$ cat src/rtl/b4_cap_pkg.sv
package b4_cap_pkg;

   typedef enum logic [1:0] {
      CAP_IDLE = 2'd0,
      CAP_LO   = 2'd1,
      CAP_HI   = 2'd2
   } cap_state_e;

   localparam int unsigned BURST_LEN = 4;
   localparam int unsigned PHASES    = 2;

   function automatic int unsigned lane_count(input int unsigned word_w,
                                              input int unsigned lane_w);
      return word_w / lane_w;
   endfunction

endpackage

$ cat src/rtl/b4_cmd_decode.sv
module b4_cmd_decode
   import b4_cap_pkg::*;
#(
   parameter int unsigned ADDR_W = 19
) (
   input  logic              clk,
   input  logic              rst,
   input  logic              load_n,
   input  logic              rw_n,
   input  logic [ADDR_W-1:0] addr_in,
   output logic              accept,
   output cap_state_e        state,
   output logic [ADDR_W-1:0] addr_q
);

   logic wr_req;

   assign wr_req = !load_n && !rw_n;
   // a new write is only refused while words 0/1 are due
   assign accept = wr_req && (state != CAP_LO);

   always_ff @(posedge clk) begin
      if (rst) begin
         state  <= CAP_IDLE;
         addr_q <= '0;
      end else begin
         unique case (state)
            CAP_IDLE: begin
               if (accept) begin
                  state  <= CAP_LO;
                  addr_q <= addr_in;
               end
            end
            CAP_LO: begin
               state <= CAP_HI;
            end
            CAP_HI: begin
               if (accept) begin
                  state  <= CAP_LO;
                  addr_q <= addr_in;
               end else begin
                  state <= CAP_IDLE;
               end
            end
            default: begin
               state <= CAP_IDLE;
            end
         endcase
      end
   end

endmodule

$ cat src/rtl/b4_lane_map.sv
module b4_lane_map
   import b4_cap_pkg::*;
#(
   parameter int unsigned WORD_W = 18,
   parameter int unsigned LANE_W = 9,
   parameter bit          SCRUB  = 1'b0,
   localparam int unsigned LANES = lane_count(WORD_W, LANE_W)
) (
   input  logic [WORD_W-1:0]          rise_d,
   input  logic [LANES-1:0]           rise_be_n,
   input  logic [WORD_W-1:0]          fall_d,
   input  logic [LANES-1:0]           fall_be_n,
   output logic [PHASES*WORD_W-1:0]   pair_d,
   output logic [PHASES*LANES-1:0]    pair_m
);

   logic [WORD_W-1:0] ph_d    [PHASES];
   logic [LANES-1:0]  ph_be_n [PHASES];

   assign ph_d[0]    = rise_d;
   assign ph_d[1]    = fall_d;
   assign ph_be_n[0] = rise_be_n;
   assign ph_be_n[1] = fall_be_n;

   for (genvar p = 0; p < PHASES; p++) begin : g_phase
      for (genvar l = 0; l < LANES; l++) begin : g_lane
         logic lane_on;
         assign lane_on = !ph_be_n[p][l];
         assign pair_m[p*LANES + l] = lane_on;
         if (SCRUB) begin : g_scrub
            assign pair_d[p*WORD_W + l*LANE_W +: LANE_W] =
               lane_on ? ph_d[p][l*LANE_W +: LANE_W] : '0;
         end else begin : g_raw
            assign pair_d[p*WORD_W + l*LANE_W +: LANE_W] =
               ph_d[p][l*LANE_W +: LANE_W];
         end
      end
   end

endmodule

$ cat src/rtl/b4_commit.sv
module b4_commit
   import b4_cap_pkg::*;
#(
   parameter int unsigned WORD_W = 18,
   parameter int unsigned LANES  = 2,
   parameter int unsigned ADDR_W = 19,
   localparam int unsigned HALF_D = PHASES * WORD_W,
   localparam int unsigned HALF_M = PHASES * LANES
) (
   input  logic                        clk,
   input  logic                        rst,
   input  cap_state_e                  state,
   input  logic [ADDR_W-1:0]           addr_q,
   input  logic [HALF_D-1:0]           pair_d,
   input  logic [HALF_M-1:0]           pair_m,
   output logic                        wr_stb,
   output logic [ADDR_W-1:0]           wr_addr,
   output logic [BURST_LEN*WORD_W-1:0] wr_data,
   output logic [BURST_LEN*LANES-1:0]  wr_mask
);

   logic [HALF_D-1:0] lo_d;
   logic [HALF_M-1:0] lo_m;

   // words 0/1 wait here until words 2/3 arrive
   always_ff @(posedge clk) begin
      if (rst) begin
         lo_d <= '0;
         lo_m <= '0;
      end else if (state == CAP_LO) begin
         lo_d <= pair_d;
         lo_m <= pair_m;
      end
   end

   always_ff @(posedge clk) begin
      if (rst) begin
         wr_stb  <= 1'b0;
         wr_addr <= '0;
         wr_data <= '0;
         wr_mask <= '0;
      end else begin
         wr_stb <= (state == CAP_HI);
         if (state == CAP_HI) begin
            wr_addr <= addr_q;
            wr_data <= {pair_d, lo_d};
            wr_mask <= {pair_m, lo_m};
         end
      end
   end

endmodule

$ cat src/rtl/burst4_wr_capture.sv
module burst4_wr_capture
   import b4_cap_pkg::*;
#(
   parameter int unsigned WORD_W = 18,
   parameter int unsigned LANE_W = 9,
   parameter int unsigned ADDR_W = 19,
   parameter bit          SCRUB  = 1'b0,
   localparam int unsigned LANES = lane_count(WORD_W, LANE_W)
) (
   input  logic                        clk,
   input  logic                        rst,
   input  logic                        cmd_load_n,
   input  logic                        cmd_rw_n,
   input  logic [ADDR_W-1:0]           cmd_addr,
   input  logic [WORD_W-1:0]           rise_data,
   input  logic [LANES-1:0]            rise_be_n,
   input  logic [WORD_W-1:0]           fall_data,
   input  logic [LANES-1:0]            fall_be_n,
   output logic                        wr_stb,
   output logic [ADDR_W-1:0]           wr_addr,
   output logic [BURST_LEN*WORD_W-1:0] wr_data,
   output logic [BURST_LEN*LANES-1:0]  wr_mask
);

   if (LANE_W == 0 || WORD_W % LANE_W != 0) begin : g_bad_lane
      $error("WORD_W must be a whole multiple of a nonzero LANE_W");
   end
   if (ADDR_W == 0) begin : g_bad_addr
      $error("ADDR_W must be nonzero");
   end

   logic                        cmd_accept;
   cap_state_e                  cap_state;
   logic [ADDR_W-1:0]           addr_q;
   logic [PHASES*WORD_W-1:0]    pair_d;
   logic [PHASES*LANES-1:0]     pair_m;

   b4_cmd_decode #(
      .ADDR_W (ADDR_W)
   ) u_dec (
      .clk     (clk),
      .rst     (rst),
      .load_n  (cmd_load_n),
      .rw_n    (cmd_rw_n),
      .addr_in (cmd_addr),
      .accept  (cmd_accept),
      .state   (cap_state),
      .addr_q  (addr_q)
   );

   b4_lane_map #(
      .WORD_W (WORD_W),
      .LANE_W (LANE_W),
      .SCRUB  (SCRUB)
   ) u_map (
      .rise_d    (rise_data),
      .rise_be_n (rise_be_n),
      .fall_d    (fall_data),
      .fall_be_n (fall_be_n),
      .pair_d    (pair_d),
      .pair_m    (pair_m)
   );

   b4_commit #(
      .WORD_W (WORD_W),
      .LANES  (LANES),
      .ADDR_W (ADDR_W)
   ) u_commit (
      .clk     (clk),
      .rst     (rst),
      .state   (cap_state),
      .addr_q  (addr_q),
      .pair_d  (pair_d),
      .pair_m  (pair_m),
      .wr_stb  (wr_stb),
      .wr_addr (wr_addr),
      .wr_data (wr_data),
      .wr_mask (wr_mask)
   );

endmodule

$ cat config.mk
export PLATFORM = sky130hd
export DESIGN_NAME = burst4_wr_capture
export DESIGN_NICKNAME = d
export VERILOG_FILES = /design/src/rtl/b4_cap_pkg.sv /design/src/rtl/b4_cmd_decode.sv /design/src/rtl/b4_lane_map.sv /design/src/rtl/b4_commit.sv /design/src/rtl/burst4_wr_capture.sv
export SDC_FILE = /design/constraint.sdc
export NUM_CORES = 1
export LEC_CHECK = 0
export BUFFER_PORTS_ARGS = -buffer_cell sky130_fd_sc_hd__buf_2
export CORE_MARGIN = 1.5
export CORE_UTILIZATION = 54
export CTS_BUF_LIST = sky130_fd_sc_hd__clkbuf_8
export DETAILED_ROUTE_END_ITERATION = 7
export GPL_TIMING_DRIVEN = 0
export PLACE_DENSITY_LB_ADDON = 0.15
export SETUP_SLACK_MARGIN = 0.05
export SYNTH_ARGS = -nofsm -noshare
export SYNTH_HDL_FRONTEND = slang
export SYNTH_HIERARCHICAL = 1
export SYNTH_SLANG_ARGS = --single-unit
$ cat constraint.sdc
create_clock -name clk -period 1.7 [get_ports clk]
set_input_delay 0.085 -clock clk [delete_from_list [all_inputs] [get_ports clk]]
set_output_delay 0.085 -clock clk [all_outputs]
set_load 0.01 [all_outputs]
---- Word level (Yosys, flattened, before mapping) ----
Index checks and enable logic that the tools add are counted.
cells by class
  equality and inequality tests ........... 4
  multiplexer cells ....................... 3
  reductions and logical operators ........ 11
operators by type and width
  cell                                                                      number
  1-bit zero test                                                           6
  2-bit case mux with 3 select lines                                        1
  2-bit by 1-bit equality test with 1-bit output (second input constant)    1
  2-bit equality test (second input constant)                               1
  1-bit logical AND                                                         2
  2-bit zero test                                                           1
  2-bit 2-to-1 mux                                                          1
  2-bit by 1-bit inequality test with 1-bit output (second input constant)  1
  2-bit inequality test (second input constant)                             1
  2-bit AND reduction                                                       1
  2-bit OR reduction                                                        1
  1-bit 2-to-1 mux                                                          1
word-level totals
  flip-flop bits (word level) ............. 161
  output and inout port bits .............. 100
  logic and storage cells ................. 26

---- Depth between registers and ports, before layout ----
  word-level depth ........................ 5
  mapped depth ............................ 5
  depth with buffers taken out ............ 3

---- Modules after synthesis ----
Netlist, hierarchy kept.
modules (own cells, without submodules)
  module         times used  cells an instance  area an instance (µm²)  seq. area each (µm²)
  b4_commit      1           524                5689.2                  2802.7
  b4_cmd_decode  1           96                 947.2                   420.4
  b4_lane_map    1           44                 315.3                   0.0

---- Least setup slack after synthesis ----
OpenSTA, ideal clock, no wires.
  path type ............................... reg-to-reg
  from .................................... register u_dec.state[0]
  to ...................................... register u_commit.wr_data[17]
  setup time .............................. 0.072 ns
  arrival time ............................ 1.140 ns
  path slack .............................. 0.488 ns
  stages on the path, launching flop included .. 6
  path buffers ............................ 3
  period minus slack after synthesis ...... 1.212 ns
  cell sequence ........................... dfxtp_1 nand2b_1 clkbuf_1 buf_4 buf_6 mux2i_1
on the way
  cells in the longest elaborated chain, start to end .. 1
ends and longest elaborated chain
  what                    line                 RTL
  from (decl)             b4_cmd_decode.sv:12  output cap_state_e state,
  from (signal assigned)  b4_cmd_decode.sv:24  state <= CAP_IDLE;
  from (signal assigned)  b4_cmd_decode.sv:30  state <= CAP_LO;
  from (signal assigned)  b4_cmd_decode.sv:35  state <= CAP_HI;
  2-bit equality test     b4_commit.sv:44      if (state == CAP_HI) begin
  to (signal assigned)    b4_commit.sv:46      wr_data <= {pair_d, lo_d};
  to (decl)               b4_commit.sv:18      output logic [BURST_LEN*WORD_W-1:0] wr_data,
No other way between the ends.
A chain may end at the register's enable or synchronous reset.

==> impl_metrics.tcl <==
set metrics [dict create \
    ant_nets 0 \
    period_minus_slack_ns 1.563 \
    max_slew_margin_pct 70.71 \
    cts-root-buf "clkbuf_8" \
    rsz0062_at_grt "false" \
    grt_pass1_wl_um 24960 \
    p_per_area_nw_per_um2 847.0 \
    critPathMaxFanout 10 \
    hold_violations 0 \
    cap_viol_max_count 0 \
    cts.sinks 161 \
    dieHeight_um 116.4 \
    gp_congestion 0.8933 \
    via_per_inst 4.970 \
    start_util_pct 55.27 \
    placed_area_um2 7792 \
    finalPower_mw 7.450 \
    drt_iter0_markers 231 \
    irDropWorstVdd_uv 497.4 \
    place_inst 961 \
    fillers 1005 \
    synth.cell_area_um2 6947 \
    cts_made_buffers 17 \
    port_buffers 126 \
    multi_input_area_um2 3105 \
    cts_tree "done" \
    crit_required_ns 2.02 \
    core_region_area_um2 12570 \
    cts_buffer_depth 2 \
    h-tree-depth 4 \
    insertedDiodeCount 0 \
    routed_wl_um 15580 \
    area_growth_pct 26.62 \
    grt_max_degree 17 \
    via_count 5223 \
    gr-usage-all-layers_pct 23.85 \
    hpwl_um 10910 \
    finalNonFillerCells 1051 \
    ys_warn_count 6 \
    leakage_nw 4.109 \
    synthesis.nets 726 \
    dieArea_um2 13550 \
    status "finished, final reports clean" \
    finClkSkew_ns 0.01006 \
    dr.pass1.iters 4 \
    grt_pass1_vias 5187 \
    insertion_delay_ns 0.44 \
    pin_count 163 \
    drv_slew 0 \
    start_kind "primary input" \
    min_path_type "primary input to flip-flop" \
    wl_per_cell_um 14.82 \
    route.detailed.drc 0 \
    clk_pin_slew_ns 0.08 \
    worstMarginPinSlew_ns 0.4393 \
    grt_overflow 0 \
    design_area_um2 8796 \
    min_period_over_period_pct 91.96 \
    fin_tns_setup_ns 0 \
    seqCellArea_um2 3224 \
    critPathKind "primary input to flip-flop" \
    nNetsFinal 929 \
    netlist_instances 663 \
    worst_ep_arrival_time_ns 1.89 \
    antenna_found_initial 0 \
    drive_above_1_share_pct 26.05 \
    cp-end-kind "flip-flop" \
    rows 41 \
    fin_util_pct 69.99 \
    die_w_um 116.4 \
    finalSetupViolCount 0 \
    fmax_mhz 639.7 \
    avgSynthCellArea_um2 10.48 \
]
==> timing repair <==
action	4_1_cts	5_1_grt
endpoints found under the setup margin	0	69
setup buffers	0	0
hold buffers	58	0
hold endpoints to repair	92	0
gates resized for setup	0	14
==> power breakdown <==
group	total, mW	internal (mW)	switching, mW
Clock	2.88	1.55	1.33
Sequential	3.88	3.85	0.0350
Combinational	0.690	0.388	0.302
Total	7.45	5.78	1.67
==> cell usage in the layout, fill, tap and decap left out, drive strengths merged <==
cell,instances
inv,5
or4b,19
nor2,1
clkinvlp,2
nor4,1
o31ai,19
nand4bb,19
o21ai,19
dfxtp,161
a21oi,19
dlygate4sd3,58
bufinv,3
buf,191
mux2i,120
nor2b,4
nand2b,181
clkbuf,51
clkinv,6
==> critical path, cell delays in order <==
cell	delay, ns
dlygate4sd3_1	0.52
buf_2	0.14
buf_2	0.27
buf_2	0.27
clkbuf_1	0.35
nand2b_1	0.17
mux2i_1	0.07
==> sequential cells by signal (all words and copies together), names as in the netlist <==
signal and flops:
u_commit/lo_d 36, u_commit/lo_m 4, u_commit/wr_addr 19, u_commit/wr_data 72, u_commit/wr_mask 8, u_commit/wr_stb 1
u_dec/addr_q 19, u_dec/state 2
==> cell type report <==
cell class	count	area share (%)
clock inverter	12	1.579
sequential	161	36.66
clock buffer	20	3.129
tap	172	2.447
inverter	4	0.1707
multi-input combinational	402	35.31
timing repair buffer	184	13.77
buffer	96	6.942
==> through the flow <==
step           setup slack [ns]  hold WS [ns]
6_report                 0.1368       0.06574
5_1_grt                 0.05174       0.06436
4_1_cts                 0.07782       0.03871
3_5_place_dp             0.1264        0.3091
3_3_place_gp             0.1419        0.2954
2_1_floorplan            0.4880        0.1566
==> per-layer routing <==
layer | GRT usage, % | up-vias | wire length, um
li1 | - | 2620 | -
met5 | 0 | - | 0
met3 | 5.605 | 19 | 761
met1 | 26.97 | 2458 | 6593
met4 | 8.862 | 0 | 227
met2 | 43.65 | 126 | 7992
==> path summary, 6_finish.rpt <==
check | startpoint | endpoint | slack [ns] | depth (start not counted)
max reg2reg | u_dec/state[0]$_SDFFE_PP0P_ | u_commit/wr_data[64]$_SDFFE_PP0N_ | 0.22 | 5
min | fall_be_n[1] | u_commit/wr_mask[7]$_SDFFE_PP0N_ | 0.07 | 5
min reg2reg | u_dec/addr_q[9]$_SDFFE_PP0P_ | u_dec/addr_q[9]$_SDFFE_PP0P_ | 0.47 | 2
max | rst | u_commit/wr_data[43]$_SDFFE_PP0N_ | 0.14 | 7
(Power assumes the default switching activity.)
